`config.mk`:
```
export PLATFORM = sky130hd
export DESIGN_NAME = extBusTimer
export DESIGN_NICKNAME = d
export VERILOG_FILES = /design/src/rtl/extBusPkg.sv /design/src/rtl/extBusCtrl.sv /design/src/rtl/extBusDatapath.sv /design/src/rtl/extBusTimer.sv
export SDC_FILE = /design/constraint.sdc
export NUM_CORES = 1
export LEC_CHECK = 0
export BUFFER_PORTS_ARGS = -buffer_cell sky130_fd_sc_hd__clkbuf_2
export CAP_MARGIN = 10
export CORE_MARGIN = 2
export CORE_UTILIZATION = 40
export CTS_BUF_LIST = sky130_fd_sc_hd__clkbuf_8
export CTS_CLUSTER_DIAMETER = 120
export DETAILED_ROUTE_END_ITERATION = 10
export GPL_TIMING_DRIVEN = 0
export HOLD_SLACK_MARGIN = 0.02
export PLACE_DENSITY = 0.72
export SLEW_MARGIN = 20
export SYNTH_ARGS = -nofsm -noshare
export SYNTH_HDL_FRONTEND = slang
export SYNTH_SLANG_ARGS = --single-unit
```
`constraint.sdc`:
```
create_clock -name clk -period 5 [get_ports clk]
set_clock_uncertainty 0.1 [all_clocks]
set_input_delay 0.75 -clock clk [delete_from_list [all_inputs] [get_ports clk]]
set_output_delay 0.75 -clock clk [all_outputs]
set_load 0.01 [all_outputs]
```
`src/rtl/extBusPkg.sv`:
```
package extBusPkg;
  localparam int REG_W     = 8;
  localparam int WAIT_BITS = 2;
  localparam int PF_BIT    = 7;
  localparam int BC_BIT    = 6;
  localparam int WR_LSB    = 4;
  localparam int RD_LSB    = 2;
  localparam int CODE_LSB  = 0;
  localparam int NUM_KINDS = 3;

  typedef enum logic [1:0] {
    KIND_WR   = 2'b00,
    KIND_RD   = 2'b01,
    KIND_CODE = 2'b10,
    KIND_NONE = 2'b11
  } cycKind_t;

  typedef struct packed {
    logic load;  // capture length, cycle starts next clock
    logic run;   // a cycle is in progress
  } ctlStrobe_t;
endpackage

```
`src/rtl/extBusCtrl.sv`:
```
module extBusCtrl
  import extBusPkg::*;
(
  input  logic                 clk,
  input  logic                 rstN,
  input  logic                 reqValid,
  input  cycKind_t             reqKind,
  input  logic                 lastPeriod,
  output ctlStrobe_t           ctl,
  output logic                 idle,
  output logic                 done,
  output logic [NUM_KINDS-1:0] strobeVec
);
  typedef enum logic {ST_IDLE, ST_ACTIVE} state_t;

  state_t   state;
  cycKind_t kindQ;
  logic     accept;

  assign accept = (state == ST_IDLE) && reqValid && (reqKind != KIND_NONE);

  always_ff @(posedge clk or negedge rstN) begin
    if (!rstN) begin
      state <= ST_IDLE;
      kindQ <= KIND_NONE;
    end else if (accept) begin
      state <= ST_ACTIVE;
      kindQ <= reqKind;
    end else if (state == ST_ACTIVE && lastPeriod) begin
      state <= ST_IDLE;
    end
  end

  assign ctl.load = accept;
  assign ctl.run  = (state == ST_ACTIVE);
  assign idle     = (state == ST_IDLE);
  assign done     = ctl.run && lastPeriod;

  for (genvar k = 0; k < NUM_KINDS; k++) begin : gStrobe
    assign strobeVec[k] = ctl.run && (kindQ == cycKind_t'(2'(k)));
  end

  AST_KIND_HELD: assert property (@(posedge clk) disable iff (!rstN)
    (ctl.run && !lastPeriod) |=> (ctl.run && $stable(kindQ))) else $error("kind changed mid-cycle");
  AST_BUSY_IGNORES: assert property (@(posedge clk) disable iff (!rstN)
    (ctl.run && !lastPeriod && reqValid) |=> $stable(kindQ)) else $error("request taken while busy");
endmodule

```
`src/rtl/extBusDatapath.sv`:
```
module extBusDatapath
  import extBusPkg::*;
#(
  parameter int                 DATA_BASE = 4,
  parameter int                 CODE_BASE = 3,
  parameter int                 TABLE_MIN = 4,
  parameter logic [REG_W-1:0]   RESET_VAL = 8'hEB
) (
  input  logic             clk,
  input  logic             rstN,
  input  logic             cfgWrEn,
  input  logic [REG_W-1:0] cfgWrData,
  output logic [REG_W-1:0] cfgRdData,
  input  ctlStrobe_t       ctl,
  input  cycKind_t         reqKind,
  input  logic             reqTable,
  output logic             lastPeriod,
  output logic             prefetchEn,
  output logic             branchEn
);
  localparam int MAX_LEN = DATA_BASE + (1 << WAIT_BITS) - 1;
  localparam int CNT_W   = $clog2(MAX_LEN + 1);

  logic [REG_W-1:0]     cfgReg;
  logic [WAIT_BITS-1:0] waitSel;
  logic [CNT_W-1:0]     baseLen;
  logic [CNT_W-1:0]     lenCalc;
  logic [CNT_W-1:0]     cnt;

  always_ff @(posedge clk or negedge rstN) begin
    if (!rstN)        cfgReg <= RESET_VAL;
    else if (cfgWrEn) cfgReg <= cfgWrData;
  end

  assign cfgRdData  = cfgReg;
  assign prefetchEn = cfgReg[PF_BIT];
  assign branchEn   = cfgReg[BC_BIT];

  always_comb begin
    unique case (reqKind)
      KIND_WR: begin waitSel = cfgReg[WR_LSB +: WAIT_BITS]; baseLen = CNT_W'(DATA_BASE); end
      KIND_RD: begin waitSel = cfgReg[RD_LSB +: WAIT_BITS]; baseLen = CNT_W'(DATA_BASE); end
      default: begin waitSel = cfgReg[CODE_LSB +: WAIT_BITS]; baseLen = CNT_W'(CODE_BASE); end
    endcase
    lenCalc = baseLen + CNT_W'(waitSel);
    if (reqKind == KIND_CODE && reqTable && lenCalc < CNT_W'(TABLE_MIN))
      lenCalc = CNT_W'(TABLE_MIN);
  end

  always_ff @(posedge clk or negedge rstN) begin
    if (!rstN)                   cnt <= '0;
    else if (ctl.load)           cnt <= lenCalc - CNT_W'(1);
    else if (ctl.run && cnt != 0) cnt <= cnt - CNT_W'(1);
  end

  assign lastPeriod = (cnt == '0);

  AST_COUNT_STEP: assert property (@(posedge clk) disable iff (!rstN)
    (ctl.run && !ctl.load && cnt != 0) |=> (cnt == $past(cnt) - CNT_W'(1))) else $error("length changed mid-cycle");
  AST_LOAD_RANGE: assert property (@(posedge clk) disable iff (!rstN)
    ctl.load |=> (cnt >= CNT_W'(CODE_BASE - 1) && cnt <= CNT_W'(MAX_LEN - 1))) else $error("length out of range");
endmodule

```
`src/rtl/extBusTimer.sv`:
```
module extBusTimer
  import extBusPkg::*;
#(
  parameter int               DATA_BASE = 4,
  parameter int               CODE_BASE = 3,
  parameter int               TABLE_MIN = 4,
  parameter logic [REG_W-1:0] RESET_VAL = 8'hEB
) (
  input  logic             clk,
  input  logic             rstN,
  input  logic             cfgWrEn,
  input  logic [REG_W-1:0] cfgWrData,
  output logic [REG_W-1:0] cfgRdData,
  input  logic             reqValid,
  input  logic [1:0]       reqKind,
  input  logic             reqTable,
  output logic             busIdle,
  output logic             wrStrobe,
  output logic             rdStrobe,
  output logic             codeStrobe,
  output logic             cycleDone,
  output logic             prefetchEn,
  output logic             branchCacheEn
);
  ctlStrobe_t           ctl;
  logic                 lastPeriod;
  logic [NUM_KINDS-1:0] strobeVec;
  cycKind_t             kindIn;

  assign kindIn = cycKind_t'(reqKind);

  extBusCtrl u_ctrl (
    .clk(clk), .rstN(rstN), .reqValid(reqValid), .reqKind(kindIn),
    .lastPeriod(lastPeriod), .ctl(ctl), .idle(busIdle), .done(cycleDone),
    .strobeVec(strobeVec)
  );

  extBusDatapath #(
    .DATA_BASE(DATA_BASE), .CODE_BASE(CODE_BASE),
    .TABLE_MIN(TABLE_MIN), .RESET_VAL(RESET_VAL)
  ) u_dp (
    .clk(clk), .rstN(rstN), .cfgWrEn(cfgWrEn), .cfgWrData(cfgWrData),
    .cfgRdData(cfgRdData), .ctl(ctl), .reqKind(kindIn), .reqTable(reqTable),
    .lastPeriod(lastPeriod), .prefetchEn(prefetchEn), .branchEn(branchCacheEn)
  );

  assign wrStrobe   = strobeVec[0];
  assign rdStrobe   = strobeVec[1];
  assign codeStrobe = strobeVec[2];

  AST_ONE_STROBE: assert property (@(posedge clk) disable iff (!rstN)
    $onehot0({wrStrobe, rdStrobe, codeStrobe})) else $error("strobes overlap");
  AST_IDLE_QUIET: assert property (@(posedge clk) disable iff (!rstN)
    busIdle |-> !(wrStrobe || rdStrobe || codeStrobe || cycleDone)) else $error("activity while idle");
  AST_DONE_PULSE: assert property (@(posedge clk) disable iff (!rstN)
    cycleDone |=> !cycleDone) else $error("done longer than one clock");
  AST_DONE_IN_CYCLE: assert property (@(posedge clk) disable iff (!rstN)
    cycleDone |-> $countones({wrStrobe, rdStrobe, codeStrobe}) == 1) else $error("done without strobe");
  AST_DONE_ENDS: assert property (@(posedge clk) disable iff (!rstN)
    cycleDone |=> busIdle) else $error("cycle did not end after done");
endmodule

```
After elaboration in Yosys (flattened, before gate mapping):

Cells that the tools add are included.

* bitwise operators: 1
* mux-type cells: 7
* equality and inequality tests: 5
* reductions and logical operators: 16
* magnitude comparators: 1
* $add $sub $neg: 3

Operator list (number)
* 3-bit 2-to-1 mux: 4
* 1-bit logical AND: 9
* 3-bit by 1-bit subtractor with 3-bit output, second input constant: 2
* 2-bit by 1-bit == test with 1-bit output, second input constant: 2
* 2-bit == test, second input constant: 2
* 2-bit zero test: 2
* 2-bit case mux with 2 select lines: 1
* 2-bit nonzero test: 2
* 3-bit by 2-bit adder with 3-bit output: 1
* 3-bit zero test: 1
* 3-bit < comparator, second input constant: 1
* 3-bit nonzero test: 1
* 1-bit 2-to-1 mux: 2
* 2-bit inequality test, second input constant: 1
* 2-bit OR reduction: 1
* 1-bit inverter: 1

* input port bits: 15
* output and inout bits: 15
* flip-flop bits (word level): 14

Depth between registers and ports, before layout:

* depth in word-level cells: 9
* mapped depth: 12
* gate-level depth less buffers: 12

Cells and area by module:

Synthesis repeated with hierarchy kept, for this count alone.

* cell total of the unflattened synthesis: 78
* area total of the unflattened synthesis: 835.8 sq um

By module, submodules not included
* extBusDatapath: area an instance 648.1 sq um, seq. area each 282.8 sq um, times used 1, cells an instance 59
* extBusCtrl: area an instance 187.7 sq um, seq. area each 77.6 sq um, times used 1, cells an instance 19

Worst setup path before layout:

OpenSTA, ideal clock, no wires.

* path type: input -> register
* start point: input port reqKind[0]
* end point: register u_dp.cnt[2]
* setup slack: 2041 ps
* data arrival time: 2769 ps
* buffers on the path: 0
* required time: 4810 ps
* library setup time: 90 ps
* stages on the path: 12
* cells stage by stage: and2b_2 -> a211oi_1 -> a21oi_1 -> ha_1 -> nor4b_4 -> nand2_1 -> and3_1 -> a21oi_1 -> ha_1 -> inv_1 -> or4_1 -> o221ai_1

* longest elaborated chain between the ends: 9
* elaborated cells between the ends (all ways): 16
* those cells by class: add/sub: 2; order compare: 1; eq/ne: 3; mux: 4; reduce/logical: 6

RTL lines
* start, declared: RTL line extBusTimer.sv:15 `input logic [1:0] reqKind,`
* 2-bit by 1-bit == test with 1-bit output / 2-bit zero test (equally long branches): RTL line extBusDatapath.sv:40 `unique case (reqKind)`
* 2-bit OR reduction (no source line)
* 3-bit 2-to-1 mux: RTL line extBusDatapath.sv:40
* 3-bit by 2-bit adder with 3-bit output: RTL line extBusDatapath.sv:45 `lenCalc = baseLen + CNT_W'(waitSel);`
* 3-bit < comparator: RTL line extBusDatapath.sv:46 `if (reqKind == KIND_CODE && reqTable && lenCalc < CNT_W'(TABLE_MIN))`
* 1-bit logical AND: RTL line extBusDatapath.sv:46
* 3-bit 2-to-1 mux: RTL line extBusDatapath.sv:46
* 3-bit by 1-bit subtractor with 3-bit output: RTL line extBusDatapath.sv:52 `else if (ctl.load) cnt <= lenCalc - CNT_W'(1);`
* 3-bit 2-to-1 mux: RTL line extBusDatapath.sv:52
* end signal, assigned: RTL line extBusDatapath.sv:52
* end signal, assigned: RTL line extBusDatapath.sv:53 `else if (ctl.run && cnt != 0) cnt <= cnt - CNT_W'(1);`
* end, declared: RTL line extBusDatapath.sv:28 `logic [CNT_W-1:0] cnt;`

Several ways; a longest one is shown, not always the timed one.
A chain may end at the register's enable or synchronous reset.

Final worst setup path:

Same ends and word-level chain as after synthesis.

==> flow_summary.html <==
<table>
<tr><th>Metric</th><th>Value</th></tr>
<tr><th colspan="2">Detailed routing</th></tr>
<tr><td>Post-route DRC violation count</td><td>0</td></tr>
<tr><td>Met2 wirelength from detailed routing</td><td>752 um</td></tr>
<tr><td>M1 WL</td><td>764 um</td></tr>
<tr><td>Final wirelength</td><td>1.65 mm</td></tr>
<tr><td>Routed WL per cell</td><td>~12 um</td></tr>
<tr><td>Highest routed metal layer</td><td>met4</td></tr>
<tr><td>Number of antenna-violating nets in the routed design</td><td>0</td></tr>
<tr><td>Post-detailed-route via-to-cell ratio</td><td>~5.0</td></tr>
<tr><td>Detailed-router iteration count before antenna repair</td><td>4</td></tr>
<tr><td>Routed vias</td><td>676</td></tr>
<tr><td>Met3 WL post-DR</td><td>88 um</td></tr>
<tr><td>DRC marker count from the first detailed-route iteration</td><td>3</td></tr>
<tr><th colspan="2">Synth</th></tr>
<tr><td>Share of async-settable or async-resettable flops after synthesis</td><td>1.00</td></tr>
<tr><td>Leading post-synthesis cells by cell area</td><td>sky130_fd_sc_hd__dfstp_2 26%, sky130_fd_sc_hd__dfrtp_1 19%, sky130_fd_sc_hd__mux2_2 9.8%</td></tr>
<tr><td>Sequential share of the synthesized area</td><td>0.446</td></tr>
<tr><td>Parity-gate share of the synthesized area counting xor and xnor cells</td><td>0</td></tr>
<tr><td>Synth top area share</td><td>0.260</td></tr>
<tr><td>Yosys top cell by area</td><td>sky130_fd_sc_hd__dfstp_2</td></tr>
<tr><td>Number of synthesized flops with an enable pin</td><td>0</td></tr>
<tr><td>Flops &amp; latches, synth</td><td>14</td></tr>
<tr><td>Post-synthesis adder-cell area fraction</td><td>0.0310</td></tr>
<tr><td>Unique masters post-synth</td><td>34</td></tr>
<tr><td>Warnings from Yosys</td><td>0</td></tr>
<tr><td>Main combinational cell family by area after synthesis</td><td>simple AND/OR/NAND/NOR gates</td></tr>
<tr><td>Most used flip-flop cell after synthesis</td><td>sky130_fd_sc_hd__dfstp_2</td></tr>
<tr><td>Synthesized area</td><td>808 um2</td></tr>
<tr><td>Synthesized-area fraction occupied by and/or/nand/nor cells</td><td>0.221</td></tr>
<tr><td>Syn Nets</td><td>95</td></tr>
<tr><td>Top cell types by occurrence after synthesis</td><td>13 x sky130_fd_sc_hd__nand2_1, 8 x sky130_fd_sc_hd__dfstp_2, 7 x sky130_fd_sc_hd__mux2_2</td></tr>
<tr><td>Fraction of the mapped netlist area in compound gates</td><td>0.118</td></tr>
<tr><td>Average footprint of a synthesized cell</td><td>around 10 um2</td></tr>
<tr><td>Cell count after synthesis</td><td>78</td></tr>
<tr><td>Most frequent cell after synthesis</td><td>sky130_fd_sc_hd__nand2_1</td></tr>
<tr><td>Mux cell area share after synthesis</td><td>0.135</td></tr>
<tr><th colspan="2">Finish</th></tr>
<tr><td>Number of fill cells</td><td>201</td></tr>
<tr><td>Area taken by flip-flops and latches</td><td>360 um2</td></tr>
<tr><td>Relative area change from synthesis to final layout</td><td>27.7%</td></tr>
<tr><td>Layout cell share with drive strength beyond 1</td><td>0.514</td></tr>
<tr><td>Cell area after layout</td><td>1030 um2</td></tr>
<tr><td>Final nets</td><td>127</td></tr>
<tr><td>Combined area of the multi-input logic cells</td><td>408 um2</td></tr>
<tr><td>Inserted Diodes</td><td>0</td></tr>
<tr><th colspan="2">Power and ir drop</th></tr>
<tr><td>Standby leakage power</td><td>0.000482 uW</td></tr>
<tr><td>Overall Power</td><td>about 470 uW</td></tr>
<tr><td>Peak supply drop</td><td>0.276 mV</td></tr>
<tr><td>Power Density</td><td>452 nW/um2</td></tr>
<tr><th colspan="2">Floorplanning</th></tr>
<tr><td>Core Region</td><td>just under 2000 um2</td></tr>
<tr><td>Overall die width</td><td>roughly 49 um</td></tr>
<tr><td>DIE HEIGHT</td><td>between 40 and 50 um</td></tr>
<tr><td>Die area</td><td>2400 um2</td></tr>
<tr><td>Total number of placement rows</td><td>16</td></tr>
<tr><td>Effective utilization at floorplan</td><td>0.416</td></tr>
<tr><td>I/O pin cnt</td><td>30</td></tr>
<tr><th colspan="2">Clock network</th></tr>
<tr><td>CTS tree</td><td>yes</td></tr>
<tr><td>Post-CTS sizing</td><td>0</td></tr>
<tr><td>Depth of the CTS H-tree</td><td>1</td></tr>
<tr><td># clock sinks</td><td>14</td></tr>
<tr><td>Clock tree root buffer cell</td><td>sky130_fd_sc_hd__clkbuf_8</td></tr>
<tr><td>Worst-path clk slew</td><td>60 ps</td></tr>
<tr><td>Number of buffers inserted for hold repair after clock tree synthesis</td><td>0</td></tr>
<tr><td>Maximum clock path buffer count</td><td>2</td></tr>
<tr><td>Post CTS Setup Buffer Count</td><td>0</td></tr>
<tr><td>Clock latency on the worst-skew pair</td><td>~250 ps</td></tr>
<tr><td>Number of clock buffers inserted by TritonCTS</td><td>3</td></tr>
<tr><th colspan="2">Timing</th></tr>
<tr><td>Final period demand of the worst path</td><td>3090 ps</td></tr>
<tr><td>Relative slew slack</td><td>0.708</td></tr>
<tr><td>Max-slew violation total from the final report</td><td>0</td></tr>
<tr><td>Smallest setup slack after layout</td><td>1910 ps</td></tr>
<tr><td>Setup TNS Final</td><td>0 ps</td></tr>
<tr><td>F_max</td><td>324 MHz</td></tr>
<tr><td>Transition time at the pin with the least slew margin</td><td>438 ps</td></tr>
<tr><td>Worst hold-check slack</td><td>~290 ps</td></tr>
<tr><td>Number of setup violations in the final report</td><td>0</td></tr>
<tr><td>Hold Fails Final Rpt</td><td>0</td></tr>
<tr><td>RSZ-0062 raised after global routing</td><td>no</td></tr>
<tr><td>Share of the clock period used by the worst path after layout</td><td>0.618</td></tr>
<tr><th colspan="2">Critical path</th></tr>
<tr><td>Capturing element type of the critical path</td><td>flip-flop</td></tr>
<tr><td>Startpoint-to-endpoint class of the critical path</td><td>in2reg</td></tr>
<tr><td>Data required time of the critical path</td><td>5070 ps</td></tr>
<tr><td>CP bufs+invs</td><td>2</td></tr>
<tr><td>Top delay family on crit path</td><td>simple AND/OR/NAND/NOR gates</td></tr>
<tr><td>Reg2Reg Setup Slack</td><td>~2300 ps</td></tr>
<tr><td>Destination of the worst register-to-register timing path</td><td>u_dp.cnt[2]</td></tr>
<tr><td>Max stage delay on crit path</td><td>510 ps</td></tr>
<tr><td>Crit-path slowest cell</td><td>sky130_fd_sc_hd__or4_1</td></tr>
<tr><td>Type of origin of the critical path</td><td>input port</td></tr>
<tr><td>Signal arrival time at the worst endpoint</td><td>3160 ps</td></tr>
<tr><td>Beginning of the worst register-to-register path</td><td>u_dp.cfgRdData[5]</td></tr>
<tr><td>Worst reg2reg path depth</td><td>12</td></tr>
<tr><td>CP max FO</td><td>7</td></tr>
<tr><td>Critical path, cell by cell</td><td>clkbuf_2 -&gt; and2b_2 -&gt; a211oi_1 -&gt; a21oi_1 -&gt; ha_1 -&gt; nor4b_4 -&gt; nand2_1 -&gt; and3_1 -&gt; a21oi_1 -&gt; ha_1 -&gt; inv_1 -&gt; or4_1 -&gt; o221ai_1</td></tr>
<tr><th colspan="2">Hold path</th></tr>
<tr><td>Path category of the worst min-delay check</td><td>in2async</td></tr>
<tr><th colspan="2">GRT</th></tr>
<tr><td>Number of antenna violations at the first check in global routing</td><td>0</td></tr>
<tr><td>Pin count of the biggest net entering global routing</td><td>15</td></tr>
<tr><td>First-pass GRT wire length</td><td>about 3.0 mm</td></tr>
<tr><td>Number of global-route vias before repair</td><td>between 700 and 800</td></tr>
<tr><td>Final global-route overflow total</td><td>0</td></tr>
<tr><td>Total routing usage reported by global routing</td><td>0.165</td></tr>
<tr><th colspan="2">Flow run</th></tr>
<tr><td>Max-cap check violation count</td><td>0</td></tr>
<tr><th colspan="2">Placement</th></tr>
<tr><td>Post-detailed-placement half-perimeter wirelength</td><td>1.26 mm</td></tr>
<tr><td>Dpl ws</td><td>around 1600 ps</td></tr>
<tr><td>Total placed instance area</td><td>977 um2</td></tr>
<tr><td>Weighted congestion at the end of routability-driven global placement</td><td>0.777</td></tr>
<tr><td>Port buffer count</td><td>27</td></tr>
<tr><th colspan="2">Status</th></tr>
<tr><td>Outcome</td><td>finished, final reports clean</td></tr>
</table>
==> per-stage QoR <==
stage	utilization	cells
floorplan	-	78
global placement	0.503	132
detailed placement	0.503	132
CTS	0.532	136
global route	0.532	136
finish	0.532	136
==> layer usage <==
metal	vias to the layer above	track usage
met5	-	0
met2	24	0.260
met3	4	0.0460
met1	309	0.199
li1	339	-
met4	0	0.100
==> state kept, by name, indices dropped and copies added (netlist names) <==
register / flops
u_ctrl.kindQ: 2
u_ctrl.state: 1
u_dp.cfgRdData: 8
u_dp.cnt: 3
==> how the worst max path moves through the flow <==
stage | from | to | slack [ps] | depth (start not counted)
3_3_place_gp | reqKind[0] | u_dp.cnt[2] | 1700 | 13
6_report | reqKind[0] | u_dp.cnt[2] | 1910 | 13
3_5_place_dp | reqKind[0] | u_dp.cnt[2] | 1640 | 13
4_1_cts | reqKind[0] | u_dp.cnt[2] | 1890 | 13
2_1_floorplan | reqKind[0] | u_dp.cnt[2] | 2040 | 12
5_1_grt | reqKind[0] | u_dp.cnt[2] | 1610 | 12
==> cells in the final DEF (no fill, tap or decap), types with 2 or more instances in the layout <==
master and count:
sky130_fd_sc_hd__mux2i_1 3, sky130_fd_sc_hd__inv_1 2, sky130_fd_sc_hd__nand2_1 13, sky130_fd_sc_hd__ha_1 2, sky130_fd_sc_hd__mux2_2 7, sky130_fd_sc_hd__a21oi_1 2
sky130_fd_sc_hd__nor2b_1 2, sky130_fd_sc_hd__clkbuf_8 4, sky130_fd_sc_hd__nor2_1 5, sky130_fd_sc_hd__dfrtp_1 6, sky130_fd_sc_hd__o221ai_1 2, sky130_fd_sc_hd__and2_1 2
sky130_fd_sc_hd__clkbuf_2 27, sky130_fd_sc_hd__buf_2 2, sky130_fd_sc_hd__dfstp_2 8, sky130_fd_sc_hd__buf_4 2
==> worst register-to-register path, delay by kind of cell, from the launching register on <==
family | cells | cell delay, ps
compound gates | 4 | 490
simple gates | 5 | 1190
fa+ha+maj | 2 | 450
buf+inv | 1 | 50
flops | 1 | 370
==> layout make-up <==
cell class,count,area share
multi-input combinational,56,0.395
sequential,14,0.349
timing repair buffer,27,0.131
clock buffer,4,0.0533
tap,27,0.0327
buffer,5,0.0279
inverter,3,0.0109
==> power by group <==
part / switching (uW) / internal [uW] / leakage, uW
Clock: 43.6 / 69.9 / 0.0000288
Sequential: 33.1 / 154 / 0.000154
Combinational: 85.8 / 80.3 / 0.000299
Total: 163 / 304 / 0.000482
==> kinds of logic (layout without fill, tap and decap cells) <==
kind of cell	count (synthesis)	after routing
fa+ha+maj	2	2
mux	10	10
simple gates	31	31
flops	14	14
buf+inv	8	39
compound gates	13	13
Note: power is estimated with default switching activity, not from simulation.
